[src/rtl/pwmc_pkg.sv]
package pwmc_pkg;
  typedef enum logic {
    MODE_ASYM = 1'b0,
    MODE_SYM  = 1'b1
  } pwmc_mode_e;
endpackage

[src/rtl/pwmc_counter.sv]
module pwmc_counter #(
  parameter int EXT_W = 18
) (
  input  logic                    clk_i,
  input  logic                    rst_ni,
  input  logic                    en_i,
  input  logic signed [EXT_W-1:0] lim_min_i,
  input  logic signed [EXT_W-1:0] lim_max_i,
  output logic signed [EXT_W-1:0] cnt_o
);
  logic signed [EXT_W-1:0] cnt_q;

  always_ff @(posedge clk_i or negedge rst_ni) begin
    if (!rst_ni)                cnt_q <= '0;
    else if (!en_i)             cnt_q <= lim_min_i;
    else if (cnt_q >= lim_max_i) cnt_q <= lim_min_i;
    else                        cnt_q <= cnt_q + EXT_W'(1);
  end

  assign cnt_o = cnt_q;
endmodule

[src/rtl/pwmc_edges.sv]
module pwmc_edges
  import pwmc_pkg::*;
#(
  parameter int CNT_W = 16,
  parameter int EXT_W = CNT_W + 2
) (
  input  logic                    mode_sym_i,
  input  logic [CNT_W-1:0]        period_i,
  input  logic [CNT_W-1:0]        duty_a_i,
  input  logic [CNT_W-1:0]        duty_b_i,
  input  logic [CNT_W-1:0]        dead_i,
  output logic signed [EXT_W-1:0] lim_min_o,
  output logic signed [EXT_W-1:0] lim_max_o,
  output logic signed [EXT_W-1:0] lo_o,
  output logic signed [EXT_W-1:0] hi_o,
  output logic                    over_o,
  output logic                    under_o
);
  logic signed [EXT_W-1:0] half, per_x, da_x, db_x, dt_x;
  pwmc_mode_e mode;

  assign mode  = pwmc_mode_e'(mode_sym_i);
  assign half  = {3'b000, period_i[CNT_W-1:1]};
  assign per_x = {2'b00, period_i};
  assign da_x  = {{2{duty_a_i[CNT_W-1]}}, duty_a_i};
  assign db_x  = {{2{duty_b_i[CNT_W-1]}}, duty_b_i};
  assign dt_x  = {2'b00, dead_i};

  assign lim_min_o = -half;
  assign lim_max_o = per_x - half - EXT_W'(1);

  always_comb begin
    if (mode == MODE_SYM) begin
      lo_o = dt_x - da_x;
      hi_o = da_x - dt_x;
    end else begin
      lo_o = da_x + dt_x;
      hi_o = db_x - dt_x;
    end
  end

  // full-window coverage wins over an empty pulse
  assign over_o  = (lo_o <= lim_min_o) && (hi_o >= lim_max_o);
  assign under_o = !over_o && (hi_o < lo_o);
endmodule

[src/rtl/pwmc_output.sv]
module pwmc_output #(
  parameter int EXT_W = 18
) (
  input  logic                    clk_i,
  input  logic                    rst_ni,
  input  logic                    en_i,
  input  logic signed [EXT_W-1:0] cnt_i,
  input  logic signed [EXT_W-1:0] lo_i,
  input  logic signed [EXT_W-1:0] hi_i,
  input  logic                    over_i,
  input  logic                    under_i,
  output logic                    pwm_o,
  output logic                    ovr_o,
  output logic                    und_o
);
  logic in_win, pwm_d;

  assign in_win = (cnt_i >= lo_i) && (cnt_i <= hi_i);
  assign pwm_d  = en_i && (over_i || (!under_i && in_win));

  always_ff @(posedge clk_i or negedge rst_ni) begin
    if (!rst_ni) begin
      pwm_o <= 1'b0;
      ovr_o <= 1'b0;
      und_o <= 1'b0;
    end else begin
      pwm_o <= pwm_d;
      ovr_o <= en_i && over_i;
      und_o <= en_i && under_i;
    end
  end
endmodule

[src/rtl/pwmc_channel.sv]
module pwmc_channel #(
  parameter int CNT_W = 16
) (
  input  logic             clk_i,
  input  logic             rst_ni,
  input  logic             en_i,
  input  logic             mode_sym_i,
  input  logic [CNT_W-1:0] period_i,
  input  logic [CNT_W-1:0] duty_a_i,
  input  logic [CNT_W-1:0] duty_b_i,
  input  logic [CNT_W-1:0] dead_i,
  output logic             pwm_hi_o,
  output logic             ovr_o,
  output logic             und_o
);
  localparam int EXT_W = CNT_W + 2;

  logic signed [EXT_W-1:0] lim_min, lim_max, lo, hi, cnt;
  logic over, under;

  pwmc_edges #(.CNT_W(CNT_W), .EXT_W(EXT_W)) u_edges (
    .mode_sym_i(mode_sym_i), .period_i(period_i),
    .duty_a_i(duty_a_i), .duty_b_i(duty_b_i), .dead_i(dead_i),
    .lim_min_o(lim_min), .lim_max_o(lim_max),
    .lo_o(lo), .hi_o(hi), .over_o(over), .under_o(under)
  );

  pwmc_counter #(.EXT_W(EXT_W)) u_cnt (
    .clk_i(clk_i), .rst_ni(rst_ni), .en_i(en_i),
    .lim_min_i(lim_min), .lim_max_i(lim_max), .cnt_o(cnt)
  );

  pwmc_output #(.EXT_W(EXT_W)) u_out (
    .clk_i(clk_i), .rst_ni(rst_ni), .en_i(en_i), .cnt_i(cnt),
    .lo_i(lo), .hi_i(hi), .over_i(over), .under_i(under),
    .pwm_o(pwm_hi_o), .ovr_o(ovr_o), .und_o(und_o)
  );
endmodule

[config.mk]
export PLATFORM = sky130hd
export DESIGN_NAME = pwmc_channel
export DESIGN_NICKNAME = d
export VERILOG_FILES = /design/src/rtl/pwmc_pkg.sv /design/src/rtl/pwmc_counter.sv /design/src/rtl/pwmc_edges.sv /design/src/rtl/pwmc_output.sv /design/src/rtl/pwmc_channel.sv
export SDC_FILE = /design/constraint.sdc
export NUM_CORES = 1
export LEC_CHECK = 0
export BUFFER_PORTS_ARGS = -buffer_cell sky130_fd_sc_hd__buf_2
export CAP_MARGIN = 20
export CORE_AREA = 3 3 82 161
export DETAILED_ROUTE_END_ITERATION = 10
export DIE_AREA = 0 0 85 164
export PLACE_DENSITY = 0.79
export SKIP_CTS_REPAIR_TIMING = 1
export SYNTH_ARGS = -nofsm -noshare
export SYNTH_HDL_FRONTEND = slang
export SYNTH_SLANG_ARGS = --single-unit
[constraint.sdc]
create_clock -name clk_i -period 3.5 [get_ports clk_i]
set_input_delay 1.05 -clock clk_i [delete_from_list [all_inputs] [get_ports clk_i]]
set_output_delay 1.05 -clock clk_i [all_outputs]
set_load 0.03 [all_outputs]
==> flow_summary.toml <==
[outcome]
outcome = "finished, violations left"
violations = "negative setup slack"

[grt]
grt_max_degree = 22
grt_pass1_wl_um = 41400
track_usage = 0.368
antenna_found_initial = 1
grt_pass1_vias = 9275
overflow = 0

[drt]
drt_wl_total_um = 35500
viasPerCell = 6.89
dr.pass1.iters = 8
drc = 0
drt_iter0_drc = 1104
ant_nets = 0
via_count = 9794
wire_per_inst_um = 25.0

[logic_synthesis]
synth_nets = 1132
ys_seq_elements = 21
syn_inst = 901
yosysTopAreaCell = "ha_1"
yosys_most_used_dff = "dfrtp_1"
synth-edff-count = 0
synth_area_leaders = "ha_1 28%, xnor2_1 7.4%, dfrtp_1 7.3%"
synth_cell_types = 79
synthArstFlopShare = 1.00
yosysWarnings = 0
synth_top_area_frac = 0.279
syn_area_per_cell_um2 = 7.96
seq_area_frac_synth = 0.0732
netlist_area_um2 = 7170

[placed_design]
port_buffers = 70
gp_congestion = 1.01
dp.cells = 1405
placed_cell_area_um2 = 10100
hpwl_um = 21300
dp_worst_setup_slack_ns = -2.29

[clock_network]
clk_pin_slew_ns = 0.07
cts-root-buf = "clkbuf_16"
worstSkewPairLatency_ns = 0.28
cts_tree = "done"
clock-sinks = 21
cts_buffer_depth = 2
cts_buffers = 3
cts-htree-levels = 1

[timing]
fmax_ghz = 0.171
min_period_over_period = 1.67
slew_headroom = 0.561
tightestPinTransition_ns = 0.659
layout_min_cycle_time_ns = 5.85
tns_ns = -47.52
rsz0062_at_grt = "true"
report.final.slew_viol_count = 0
setup_ws_ns = -2.35
hold_ws_ns = 0.581
hold_viol = 0
skew_ns = 0.00481
setup_viol = 21

[floorplan]
die_width_um = 85
die_y_um = 164
ios = 71
die-area_um2 = 13900
core_um2 = 12200
row_count = 57
start_util = 0.588

[finish]
fill_cells = 536
regArea_um2 = 526
finalInstanceArea_um2 = 10800
utilization = 0.882
diodes = 0
drive_gt1_frac = 0.406
multi_input_comb_area_um2 = 6840
final_nets = 1507
finalNonFillerCells = 1422
areaGrowthSynthToFinish_pct = 50.0

[critical_path]
cp_slowest_cell = "a2111o_1"
critPathCaptureType = "flop"
crit_type = "in2reg"
max_stage_delay_ns = 0.48
cp.arrival_ns = 5.99
crit_fanout = 6
critPathRequiredTime_ns = 3.64
critPathLaunchType = "input pin"
path_cells = "buf_12, ha_4, fa_2, xnor2_2, and3_4, nand3_2, nand4b_4, nor4_4, xnor2_2, ha_1, a2111o_1, nor2_1, a31oi_2, nand3b_1, a211oi_2, o31ai_1, maj3_2, o21a_1, buf_12, mux2i_1"

[power_and_ir_drop]
power_density_nw_per_um2 = 408
leakagePower_nw = 5.45
irDropWorstVdd_mv = 0.255
power_mw = 4.39

[worst_hold_path]
min_path_type = "reg2reg"

[flow_run]
cap_violations = 0
==> flip-flops by register name (all words and copies together), names as in the netlist <==
name and count:
u_out.pwm_o 1, u_out.und_o 1, u_cnt.cnt_o 18, u_out.ovr_o 1
==> Yosys cell counts, types with 4 or more instances <==
| cell | n |
|---|---|
| ha_1 | 160 |
| inv_1 | 99 |
| nor2_1 | 61 |
| xnor2_1 | 61 |
| a21oi_1 | 54 |
| nand2_1 | 40 |
| o21ai_0 | 36 |
| xor2_1 | 32 |
| nand3_1 | 27 |
| mux2i_1 | 25 |
| o21a_1 | 24 |
| nor3_1 | 22 |
| dfrtp_1 | 21 |
| nor2b_1 | 21 |
| a21o_1 | 18 |
| nand2b_1 | 17 |
| mux2_2 | 15 |
| nand4_1 | 14 |
| nor4_1 | 9 |
| o211ai_1 | 9 |
| a31oi_1 | 8 |
| a211oi_1 | 7 |
| and3_1 | 6 |
| clkbuf_1 | 6 |
| o21bai_1 | 6 |
| o31ai_1 | 6 |
| a2111oi_0 | 5 |
| a211o_1 | 5 |
| and2_1 | 5 |
| and4_1 | 5 |
| nand3b_1 | 4 |
| or2_2 | 4 |
| or3_1 | 4 |
==> worst max-delay path: cells and delay by family <==
family                     cells  cell delay (ns)
buffers and inverters          2             0.26
adders and majority gates      4             1.21
AOI/OAI and AO/OA              5             1.27
and+or+nand+nor                6             1.47
muxes                          1             0.34
xor gates and xnor gates       2             0.35
==> worst paths after layout <==
| check | start | to | slack (ns) | depth (start not counted) |
|---|---|---|---|---|
| worst min register to register | u_cnt.cnt_o[0] | u_cnt.cnt_o[0] | 0.58 | 1 |
| worst min-delay path | u_cnt.cnt_o[0] | u_cnt.cnt_o[0] | 0.58 | 1 |
| worst max-delay path | period_i[1] | u_cnt.cnt_o[16] | -2.35 | 20 |
| max in group asynchronous | rst_ni | u_cnt.cnt_o[4] | 2.33 | 1 |
| worst max register to register | u_cnt.cnt_o[0] | u_cnt.cnt_o[16] | -0.55 | 15 |
| min in group asynchronous | rst_ni | u_out.pwm_o | 0.76 | 1 |
==> power by group <==
part | internal (mW) | switching [mW]
clock | 0.156 | 0.120
combinational | 1.70 | 2.06
sequential | 0.277 | 0.0710
total | 2.13 | 2.26
==> cell families after synthesis <==
family	Yosys count	share of synthesized area
simple gates	257	0.193
xor+xnor	94	0.116
buf+inv	108	0.0598
fa+ha+maj	166	0.292
mux	41	0.0605
compound gates	214	0.206
flops	21	0.0732
==> metal layers <==
metal,GRT usage,up-vias,part of all wire
met5,0,-,0.00039
met3,0.0572,433,0.10
met4,0.343,2,0.12
met1,0.332,4422,0.31
li1,-,4005,-
met2,0.674,932,0.47
==> cell usage in the layout (no fill, tap or decap), drive strengths merged, types with 21 or more instances in the layout <==
cell type | netlist | layout
o21a | 24 | 24
nand3 | 27 | 27
nand2 | 40 | 40
nor2b | 22 | 22
xnor2 | 62 | 62
inv | 99 | 99
nor3 | 22 | 22
dfrtp | 21 | 21
buf | 3 | 379
mux2i | 25 | 25
nor2 | 63 | 63
xor2 | 32 | 32
o21ai | 38 | 38
ha | 160 | 160
a21oi | 54 | 54
==> layout make-up <==
type / instances / share of cell area
multi-input cells: 772 / 0.636
repair buffers: 379 / 0.255
flip-flops and latches: 21 / 0.0488
inverters: 99 / 0.0352
well taps: 147 / 0.0171
clock buffers: 3 / 0.00698
clock inverters: 1 / 0.000698
No activity file was read; power rests on OpenSTA's default activity.
